File: config.mk
export PLATFORM = sky130hd
export DESIGN_NAME = sock_stat_unit
export DESIGN_NICKNAME = d
export VERILOG_FILES = /design/src/rtl/sockstat_pkg.sv /design/src/rtl/pin_sync.sv /design/src/rtl/sock_regs.sv /design/src/rtl/irq_router.sv /design/src/rtl/sock_stat_unit.sv
export SDC_FILE = /design/constraint.sdc
export NUM_CORES = 1
export LEC_CHECK = 0
export CELL_PAD_IN_SITES_DETAIL_PLACEMENT = 0
export CELL_PAD_IN_SITES_GLOBAL_PLACEMENT = 2
export CORE_UTILIZATION = 40
export DETAILED_ROUTE_END_ITERATION = 8
export GPL_TIMING_DRIVEN = 0
export PLACE_DENSITY = 0.87
export SLEW_MARGIN = 20
export SYNTH_ARGS = -nofsm -noshare
export SYNTH_HDL_FRONTEND = slang
export SYNTH_HIERARCHICAL = 1
export SYNTH_SLANG_ARGS = --single-unit
File: constraint.sdc
create_clock -name clk -period 2.3 [get_ports clk]
set_clock_uncertainty 0.15 [all_clocks]
set_input_delay 0.345 -clock clk [delete_from_list [all_inputs] [get_ports clk]]
set_output_delay 0.345 -clock clk [all_outputs]
set_load 0.03 [all_outputs]
File: src/rtl/sockstat_pkg.sv
package sockstat_pkg;
  localparam logic [5:0] OFF_ID   = 6'h00;
  localparam logic [5:0] OFF_STAT = 6'h01;
  localparam logic [5:0] OFF_PWR  = 6'h02;
  localparam logic [5:0] OFF_CTL  = 6'h03;
  localparam logic [5:0] OFF_CHG  = 6'h04;
  localparam logic [5:0] OFF_CFG  = 6'h05;
  localparam logic [5:0] OFF_WIN  = 6'h06;

  localparam int PIN_W = 7;
  localparam int IRQ_N = 16;

  // field order is the status byte layout, bit 6 down to bit 0
  typedef struct packed {
    logic pgood;
    logic ready;
    logic wprot;
    logic det_b;
    logic det_a;
    logic batt_b;
    logic batt_a;
  } pins_t;
endpackage

File: src/rtl/pin_sync.sv
module pin_sync #(
  parameter int W = 7
) (
  input  logic         clk,
  input  logic         rst_n,
  input  logic [W-1:0] din,
  output logic [W-1:0] dout
);
  logic [W-1:0] meta_q;

  always_ff @(posedge clk or negedge rst_n) begin
    if (!rst_n) begin
      meta_q <= '0;
      dout   <= '0;
    end else begin
      meta_q <= din;
      dout   <= meta_q;
    end
  end
endmodule

File: src/rtl/sock_regs.sv
module sock_regs
  import sockstat_pkg::*;
#(
  parameter logic [7:0] ID_CODE = 8'h83
) (
  input  logic       clk,
  input  logic       rst_n,
  input  pins_t      pins,
  input  logic       wr,
  input  logic       rd,
  input  logic [5:0] off,
  input  logic [7:0] wdata,
  output logic [7:0] rdata,
  output logic       pwr_en,
  output logic       out_en,
  output logic [1:0] vpp,
  output logic       card_rst_n,
  output logic       io_mode,
  output logic       pend,
  output logic [3:0] irq_num
);
  localparam logic [7:0] PWR_MASK = 8'hB3;

  logic [7:0] pwr_q;
  logic [6:0] ctl_q;
  logic [2:0] chg_q;   // {detect, batt warn, batt dead}
  logic [7:0] cfg_q;
  logic [7:0] win_q;
  logic       pres_q, bb_q, ba_q;
  logic       present, evt_det, evt_warn, evt_dead;
  logic       rd_chg;

  assign present  = pins.det_a & pins.det_b;
  assign evt_det  = present ^ pres_q;
  assign evt_warn = bb_q & ~pins.batt_b;
  assign evt_dead = ba_q & ~pins.batt_a;
  assign rd_chg   = rd && (off == OFF_CHG);

  always_ff @(posedge clk or negedge rst_n) begin
    if (!rst_n) begin
      pwr_q  <= '0;
      ctl_q  <= '0;
      chg_q  <= '0;
      cfg_q  <= '0;
      win_q  <= '0;
      pres_q <= 1'b0;
      bb_q   <= 1'b0;
      ba_q   <= 1'b0;
    end else begin
      pres_q <= present;
      bb_q   <= pins.batt_b;
      ba_q   <= pins.batt_a;
      chg_q  <= (rd_chg ? 3'b000 : chg_q) | {evt_det, evt_warn, evt_dead};
      if (wr) begin
        case (off)
          OFF_PWR: pwr_q <= wdata & PWR_MASK;
          OFF_CTL: ctl_q <= wdata[6:0];
          OFF_CFG: cfg_q <= wdata;
          OFF_WIN: win_q <= wdata;
          default: ;
        endcase
      end
    end
  end

  always_comb begin
    case (off)
      OFF_ID:   rdata = ID_CODE;
      OFF_STAT: rdata = {1'b0, pins};
      OFF_PWR:  rdata = pwr_q;
      OFF_CTL:  rdata = {1'b0, ctl_q};
      OFF_CHG:  rdata = {4'b0000, chg_q[2], 1'b0, chg_q[1:0]};
      OFF_CFG:  rdata = cfg_q;
      OFF_WIN:  rdata = win_q;
      default:  rdata = 8'h00;
    endcase
  end

  assign pwr_en     = pwr_q[4] & (~pwr_q[5] | present);
  assign out_en     = pwr_q[7] & pwr_en;
  assign vpp        = pwr_q[1:0];
  assign card_rst_n = ctl_q[6];
  assign io_mode    = ctl_q[5];
  assign pend       = |(chg_q & {cfg_q[3], cfg_q[1], cfg_q[0]});
  assign irq_num    = cfg_q[7:4];

  assert_pwr_off_R3: assert property (@(posedge clk) disable iff (!rst_n)
    (wr && off == OFF_PWR && wdata == 8'h00) |=> (!pwr_en && !out_en));
  assert_rst_hold_R4: assert property (@(posedge clk) disable iff (!rst_n)
    (wr && off == OFF_CTL && !wdata[6]) |=> !card_rst_n);
  assert_chg_nowr_R5: assert property (@(posedge clk) disable iff (!rst_n)
    (wr && !rd && !evt_det && !evt_warn && !evt_dead) |=> $stable(chg_q));
  assert_rd_clear_R6: assert property (@(posedge clk) disable iff (!rst_n)
    (rd_chg && !evt_det && !evt_warn && !evt_dead) |=> (chg_q == 3'b000));
  assert_keep_evt_R6: assert property (@(posedge clk) disable iff (!rst_n)
    evt_det |=> chg_q[2]);
endmodule

File: src/rtl/irq_router.sv
module irq_router
  import sockstat_pkg::*;
#(
  parameter int NS = 4
) (
  input  logic [NS-1:0]   pend,
  input  logic [4*NS-1:0] num,
  output logic [IRQ_N-1:0] lines,
  output logic             any
);
  always_comb begin
    lines = '0;
    for (int s = 0; s < NS; s++) begin
      if (pend[s]) lines[num[4*s +: 4]] = 1'b1;
    end
  end
  assign any = |pend;
endmodule

File: src/rtl/sock_stat_unit.sv
module sock_stat_unit
  import sockstat_pkg::*;
#(
  parameter int         NUM_CTRL = 2,
  parameter logic [7:0] ID_CODE  = 8'h83,
  localparam int        NS       = NUM_CTRL * 2
) (
  input  logic          clk,
  input  logic          rst_n,
  input  logic [7:0]    reg_idx,
  input  logic          reg_wr,
  input  logic [7:0]    reg_wdata,
  input  logic          reg_rd,
  output logic [7:0]    reg_rdata,
  input  logic [NS-1:0] det_a_i,
  input  logic [NS-1:0] det_b_i,
  input  logic [NS-1:0] batt_a_i,
  input  logic [NS-1:0] batt_b_i,
  input  logic [NS-1:0] wprot_i,
  input  logic [NS-1:0] ready_i,
  input  logic [NS-1:0] pgood_i,
  output logic [NS-1:0] pwr_en_o,
  output logic [NS-1:0] out_en_o,
  output logic [2*NS-1:0] vpp_sel_o,
  output logic [NS-1:0] card_rst_n_o,
  output logic [NS-1:0] io_mode_o,
  output logic [15:0]   irq_lines_o,
  output logic          irq_any_o
);
  localparam int SYNC_W = PIN_W * NS;

  logic [1:0]        sel;
  logic              idx_ok;
  logic [5:0]        off;
  logic [SYNC_W-1:0] raw_pins, sync_pins;
  logic [7:0]        rd_arr [NS];
  logic [NS-1:0]     pend;
  logic [4*NS-1:0]   irq_num;
  logic [7:0]        rd_mux;

  assign sel    = reg_idx[7:6];
  assign off    = reg_idx[5:0];
  assign idx_ok = (int'(reg_idx[7]) < NUM_CTRL);

  for (genvar s = 0; s < NS; s++) begin : g_pack
    assign raw_pins[PIN_W*s +: PIN_W] = {pgood_i[s], ready_i[s], wprot_i[s],
                                         det_b_i[s], det_a_i[s], batt_b_i[s], batt_a_i[s]};
  end

  pin_sync #(.W(SYNC_W)) u_sync (
    .clk(clk), .rst_n(rst_n), .din(raw_pins), .dout(sync_pins)
  );

  for (genvar s = 0; s < NS; s++) begin : g_sock
    logic hit;
    assign hit = idx_ok && (sel == 2'(s));
    sock_regs #(.ID_CODE(ID_CODE)) u_regs (
      .clk(clk), .rst_n(rst_n),
      .pins(pins_t'(sync_pins[PIN_W*s +: PIN_W])),
      .wr(reg_wr && hit), .rd(reg_rd && hit), .off(off), .wdata(reg_wdata),
      .rdata(rd_arr[s]),
      .pwr_en(pwr_en_o[s]), .out_en(out_en_o[s]), .vpp(vpp_sel_o[2*s +: 2]),
      .card_rst_n(card_rst_n_o[s]), .io_mode(io_mode_o[s]),
      .pend(pend[s]), .irq_num(irq_num[4*s +: 4])
    );

    assert_route_R7: assert property (@(posedge clk) disable iff (!rst_n)
      pend[s] |-> (irq_lines_o[irq_num[4*s +: 4]] && irq_any_o));
  end

  always_comb begin
    rd_mux = 8'h00;
    for (int s = 0; s < NS; s++) begin
      if (idx_ok && sel == 2'(s)) rd_mux = rd_arr[s];
    end
  end

  always_ff @(posedge clk or negedge rst_n) begin
    if (!rst_n) reg_rdata <= 8'h00;
    else if (reg_rd) reg_rdata <= rd_mux;
  end

  irq_router #(.NS(NS)) u_route (
    .pend(pend), .num(irq_num), .lines(irq_lines_o), .any(irq_any_o)
  );

  assert_id_R1: assert property (@(posedge clk) disable iff (!rst_n)
    (reg_rd && idx_ok && off == OFF_ID) |=> (reg_rdata == ID_CODE));
  assert_bad_idx_R8: assert property (@(posedge clk) disable iff (!rst_n)
    (reg_rd && !idx_ok) |=> (reg_rdata == 8'h00));
  assert_rd_hold_R11: assert property (@(posedge clk) disable iff (!rst_n)
    !reg_rd |=> $stable(reg_rdata));
endmodule

==> Word level (Yosys, flattened, before mapping) <==
Cells that the tools add are included.
{ "classes": {"n_div": 0, "mul": 0, "magnitude_cmp": 8, "n_reduce_logical": 39, "shifts": 0, "eq_ne": 9, "bitwise_logic": 51, "mux": 24, "addsub": 0} }
{ "op_table": {"columns": ["op", "n"], "rows": [
  ["case mux 8 bit (7 select lines)", 4],
  ["2-to-1 mux 16 bit", 4],
  ["bitwise OR 16 bit", 3],
  ["2-to-1 mux 8 bit", 4],
  ["AND reduction 2 bit", 16],
  ["bitwise AND 1 bit", 20],
  ["less-than comparator 4 x 5 -> 1 bit, second input constant", 4],
  ["equality test 6 x 3 -> 1 bit, second input constant", 3],
  ["demux 1 bit (select 4 bit)", 4],
  [">= comparator 4 x 1 -> 1 bit, second input constant", 4],
  ["logical AND 1 bit", 16],
  ["bitwise AND 3 bit", 4],
  ["equality test 6 x 2 -> 1 bit, second input constant", 2],
  ["2-to-1 mux 3 bit", 4],
  ["NOT 1 bit", 12],
  ["bitwise OR 3 bit", 4],
  ["OR reduction 12 bit", 1],
  ["OR reduction 3 bit", 4],
  ["equality test 6 x 1 -> 1 bit, second input constant", 1],
  ["logical NOT 6 bit", 1],
  ["equality test 2 bit, second input constant", 2],
  ["2-to-1 mux 1 bit", 4],
  ["bitwise OR 1 bit", 4],
  ["XOR 1 bit", 4],
  ["other kinds (2)", 2]
]} }
{ "totals": {"ff_bits": 200, "n_memories": 0, "wordCells": 166, "rom_bits": 0, "out_inout_bits": 49, "mem_bits_rw": 0, "input_bits": 48, "latch_bits": 0} }

==> Longest topological paths before layout <==
{ "logic_depth": {"depth_word": 11, "mapped_depth": 7, "depth_no_buf": 5} }

==> Modules after synthesis <==
The synthesis kept the hierarchy.
{ "by_module_without_submodules": {"columns": ["module", "seq_area_each_um2", "instances", "area_each_um2", "cells_per_inst"], "rows": [
  ["sock_regs", 850.8, 4, 1908.1, 150],
  ["pin_sync", 1401.3, 1, 1401.3, 56],
  ["sock_stat_unit", 200.2, 1, 621.8, 55],
  ["irq_router", 0.0, 1, 563.0, 81]
]} }

==> Worst setup path before layout <==
Ideal clock, no wire load.
{ "synth_timing": {"kind": "reg-to-output", "from": "register g_sock[1].u_regs.chg_q[1]", "to": "output irq_lines_o[0]", "slack_ns": 0.052, "stages_incl_launch_ff": 5, "arrival_time_ns": 1.753, "path_buffers": 0, "required_ns": 1.805, "cell_sequence": "dfrtp_1 a222oi_1 inv_1 or3b_1 o311ai_1"} }
{ "synth_between": {"elab_chain_cells": 7} }
{ "synth_lines": {"columns": ["item", "line_no", "source"], "rows": [
  ["start: declaration", "sock_regs.sv:26", "logic [2:0] chg_q;"],
  ["start signal: assignment", "sock_regs.sv:53", "chg_q <= (rd_chg ? 3'b000 : chg_q) | {evt_det, evt_warn, evt_dead};"],
  ["bitwise AND 3 bit *", "sock_regs.sv:84", "assign pend = |(chg_q & {cfg_q[3], cfg_q[1], cfg_q[0]});"],
  ["OR reduction 3 bit *", "sock_regs.sv:84", null],
  ["net pend[1]", "sock_stat_unit.sv:37", "logic [NS-1:0] pend;"],
  ["2-to-1 mux 16 bit *", "irq_router.sv:14", "if (pend[s]) lines[num[4*s +: 4]] = 1'b1;"],
  ["bitwise OR 16 bit (no line)", null, null],
  ["2-to-1 mux 16 bit *", "irq_router.sv:14", null],
  ["bitwise OR 16 bit (no line)", null, null],
  ["2-to-1 mux 16 bit *", "irq_router.sv:14", null],
  ["end: declaration", "sock_stat_unit.sv:27", "output logic [15:0] irq_lines_o,"]
]} }
The timed path passes the listed nets; every way through them passes the cells marked *.

==> Worst setup path in the final report <==
{ "layout_timing": {"from": "register g_sock[1].u_regs.chg_q[1]", "to": "output irq_lines_o[5]"} }
Same word-level chain as after synthesis.

==> results.md <==
- Status: finished, violations left
- Failing checks: setup timing
- Layout area overhead: 23.0%
- Placed inst area: 0.0116 mm²
- Flop and latch count out of synthesis: 200
- Commonest non-fill, non-tap cell in the layout: dfrtp_1
- Worst Path Class, Setup: register to primary output
- Worst path slowest cell: a222oi_1
- Syn nets: 840
- Critical path arrival: 2.60 ns
- Final instance area: 0.0126 mm²
- Routed Antenna Nets: 0
- Max-Cap Viols: 0
- Clock Latency Late Sink: 0.45 ns
- CTS Sinks: 200
- Cts bufs inserted: 17
- DR WL/cell: 21.2 µm
- Total grt overflow: 0
- Layout cell share with drive strength beyond 1: 36.5%
- Most used flip-flop cell after synthesis: dfrtp_1
- Setup violations, final: 17
- Post-synthesis cell area: 0.0102 mm²
- Layout Utilization: 50.0%
- Req. time, crit path: 1.80 ns
- Initial antenna violation count: 0
- Largest net degree at the start of global routing: 101
- Die height: 162 µm
- Routed wire length: 27000 µm
- HP Class: primary input to asynchronous set/reset pin
- Post-synth EDFFs: 0
- I/O Buffers: 95
- First-pass GRT wire length: 41400 µm
- Root buffer cell: clkbuf_16
- Final Max Tran Viols: 0
- Fillers: 2313
- Core area: 0.0251 mm²
- 1st-iter DRT viols: 537
- Die ar.: 0.0262 mm²
- RSZ-0062 raised after global routing: true
- Worst Setup Start Kind: register
- Pwr dens: 613 mW/mm²
- FP Rows: 58
- Placed Cells: 1219
- Vias in the first global route: 6926
- CTS tree: done
- GPL Wtd Cong: 0.888
- CTS clock-pin slew for the worst setup and hold paths: 0.07 ns
- Diodes inserted: 0
- Post-DP HPWL: 18800 µm
- Initial core utilization: 40.7%
- WP buf/inv: 3
- Final WS setup: -0.792 ns
- Worst Path Max Fanout: 5
- Crit. End Element: primary output
- Yosys warning count: 6
- Final Hold Viols: 0
- Max IR drop VDD: 487 µV
- Synthesized area per cell: 12.9 µm²
- Seq/Total Area, Yosys: 49.0%
- Finished Layout Cells: 1271
- Vias per std cell: 5.54
- Max_slew headroom: 29.2%
- Yosys cell types: 61
- Asr flop ratio synth: 100%
- Drt drc: 0
- Worst-Margin Slew: 1.06 ns
- Top Family by Delay on Critical Path: compound AO/OA/AOI/OAI gates
- CP Cell Sequence: a222oi_1 -> inv_1 -> nand3b_1 -> buf_4 -> o22ai_2 -> a221o_1 -> buf_6
- Max Clk Rate: 323 MHz
- Die Wd: 162 µm
- Mapped Cells: 792
- Final net count: 978
- Leakage power: 5.67 nW
- Time the worst path needs with I/O delays and setup: 3.09 ns
- Max clock buf depth: 2
- Tcrit/Tclk final: 134%
- Max incr delay on CP: 0.66 ns
- Most frequent cells in the layout: dfrtp_1, mux2_2, clkdlybuf4s50_1
- Max H-tree Level: 4
- First-pass DRT Iterations: 5
- Gr usage total: 21.1%
- Setup TNS: -12.34 ns
- Setup slack at placement: -0.768 ns
- Via Count: 7041
- I/O pin count: 97
==> Yosys cell counts (all sizes together), types with 5 or more instances <==
master / number / area [µm²]
dfrtp: 200 / 5000
mux2: 128 / 1670
buf: 67 / 572
mux2i: 36 / 360
a21oi: 24 / 120
nand2b: 23 / 144
nor2b: 21 / 151
nand2: 19 / 71.3
nand3: 19 / 95.1
and3b: 18 / 158
inv: 18 / 67.6
a31oi: 16 / 100
nor3b: 12 / 90.1
a211o: 11 / 96.3
and3: 11 / 75.1
a22oi: 10 / 75.1
nor2: 10 / 37.5
o221ai: 9 / 129
a211oi: 8 / 60.1
a22o: 8 / 70.1
and4: 8 / 90.1
o21ai: 8 / 40.0
o22ai: 8 / 50.1
a221o: 7 / 70.1
nor3: 6 / 75.1
clkbuf: 5 / 18.8
nand4: 5 / 91.3
o211ai: 5 / 37.5
o32ai: 5 / 43.8
or3: 5 / 36.3
==> final cells by class <==
cell class / instances / area [µm²] / share of cell area (%)
plain buffers: 72 / 591 / 4.70
clock inverters: 12 / 111 / 0.886
multi-input cells: 502 / 4740 / 37.7
clock buffers: 18 / 439 / 3.49
flip-flops and latches: 200 / 5000 / 39.8
repair buffers: 119 / 1200 / 9.54
well taps: 330 / 413 / 3.29
inverters: 18 / 67.6 / 0.538
==> path summary, 6_finish.rpt <==
path / start / end / slack (ns) / depth (start not counted)
hold / removal: rst_n / u_sync/dout[15] / 0.12 / 2
min in group clk: det_b_i[3] / u_sync/meta_q[24] / 0.18 / 1
setup / recovery: g_sock[1].u_regs/chg_q[1] / irq_lines_o[5] / -0.79 / 7
hold reg to reg: u_sync/meta_q[16] / u_sync/dout[16] / 0.20 / 0
max in group asynchronous: rst_n / reg_rdata[6] / 1.19 / 3
setup reg to reg: g_sock[1].u_regs/pwr_q[4] / reg_rdata[4] / 0.54 / 5
==> logic make-up (layout without fill, tap and decap cells) <==
family          count (synthesis)  in the layout  share of synthesized area (%)
xor+xnor                        4              4                          0.343
buf+inv                        90            239                           6.44
simple gates                  186            186                           13.2
compound gates                148            148                           11.2
flops                         200            200                           49.0
mux                           164            164                           19.8
==> flip-flops by register name, summed over array words and instances (netlist names) <==
name,flops
g_sock.u_regs/cfg_q,32
reg_rdata,8
g_sock.u_regs/ctl_q,28
g_sock.u_regs/pres_q,4
u_sync/meta_q,28
g_sock.u_regs/bb_q,4
u_sync/dout,28
g_sock.u_regs/pwr_q,20
g_sock.u_regs/chg_q,12
g_sock.u_regs/ba_q,4
g_sock.u_regs/win_q,32
==> what timing repair did <==
action | CTS | global route
endpoints found under the hold margin | 200 | 0
setup endpoints to repair | 67 | 22
setup buffers | 15 | 7
resized for setup | 152 | 25
pin swaps | 14 | 19
cloned | 0 | 0
hold buffers | 1 | 0
==> per-layer routing <==
layer | vias to the layer above | share of wire (%) | track usage [%]
met2 | 206 | 46 | 31.8
li1 | 3215 | - | -
met3 | 40 | 4.5 | 3.47
met4 | 0 | 1.9 | 6.60
met1 | 3580 | 48 | 30.9
met5 | - | 0 | 0
==> metrics by stage <==
step / hold WS [ns] / power, mW
6_report: 0.125 / 7.70
5_1_grt: 0.123 / 8.01
4_1_cts: 0.117 / 7.73
3_5_place_dp: -0.0130 / 4.84
3_3_place_gp: 0.183 / 4.83
2_1_floorplan: -0.101 / 4.38
==> power breakdown <==
part / total [mW] / switching (mW) / internal (mW)
registers: 3.78 / 0.103 / 3.67
clock network: 2.85 / 1.41 / 1.44
logic: 1.07 / 0.580 / 0.493
Power figures use the tool's default switching activity.
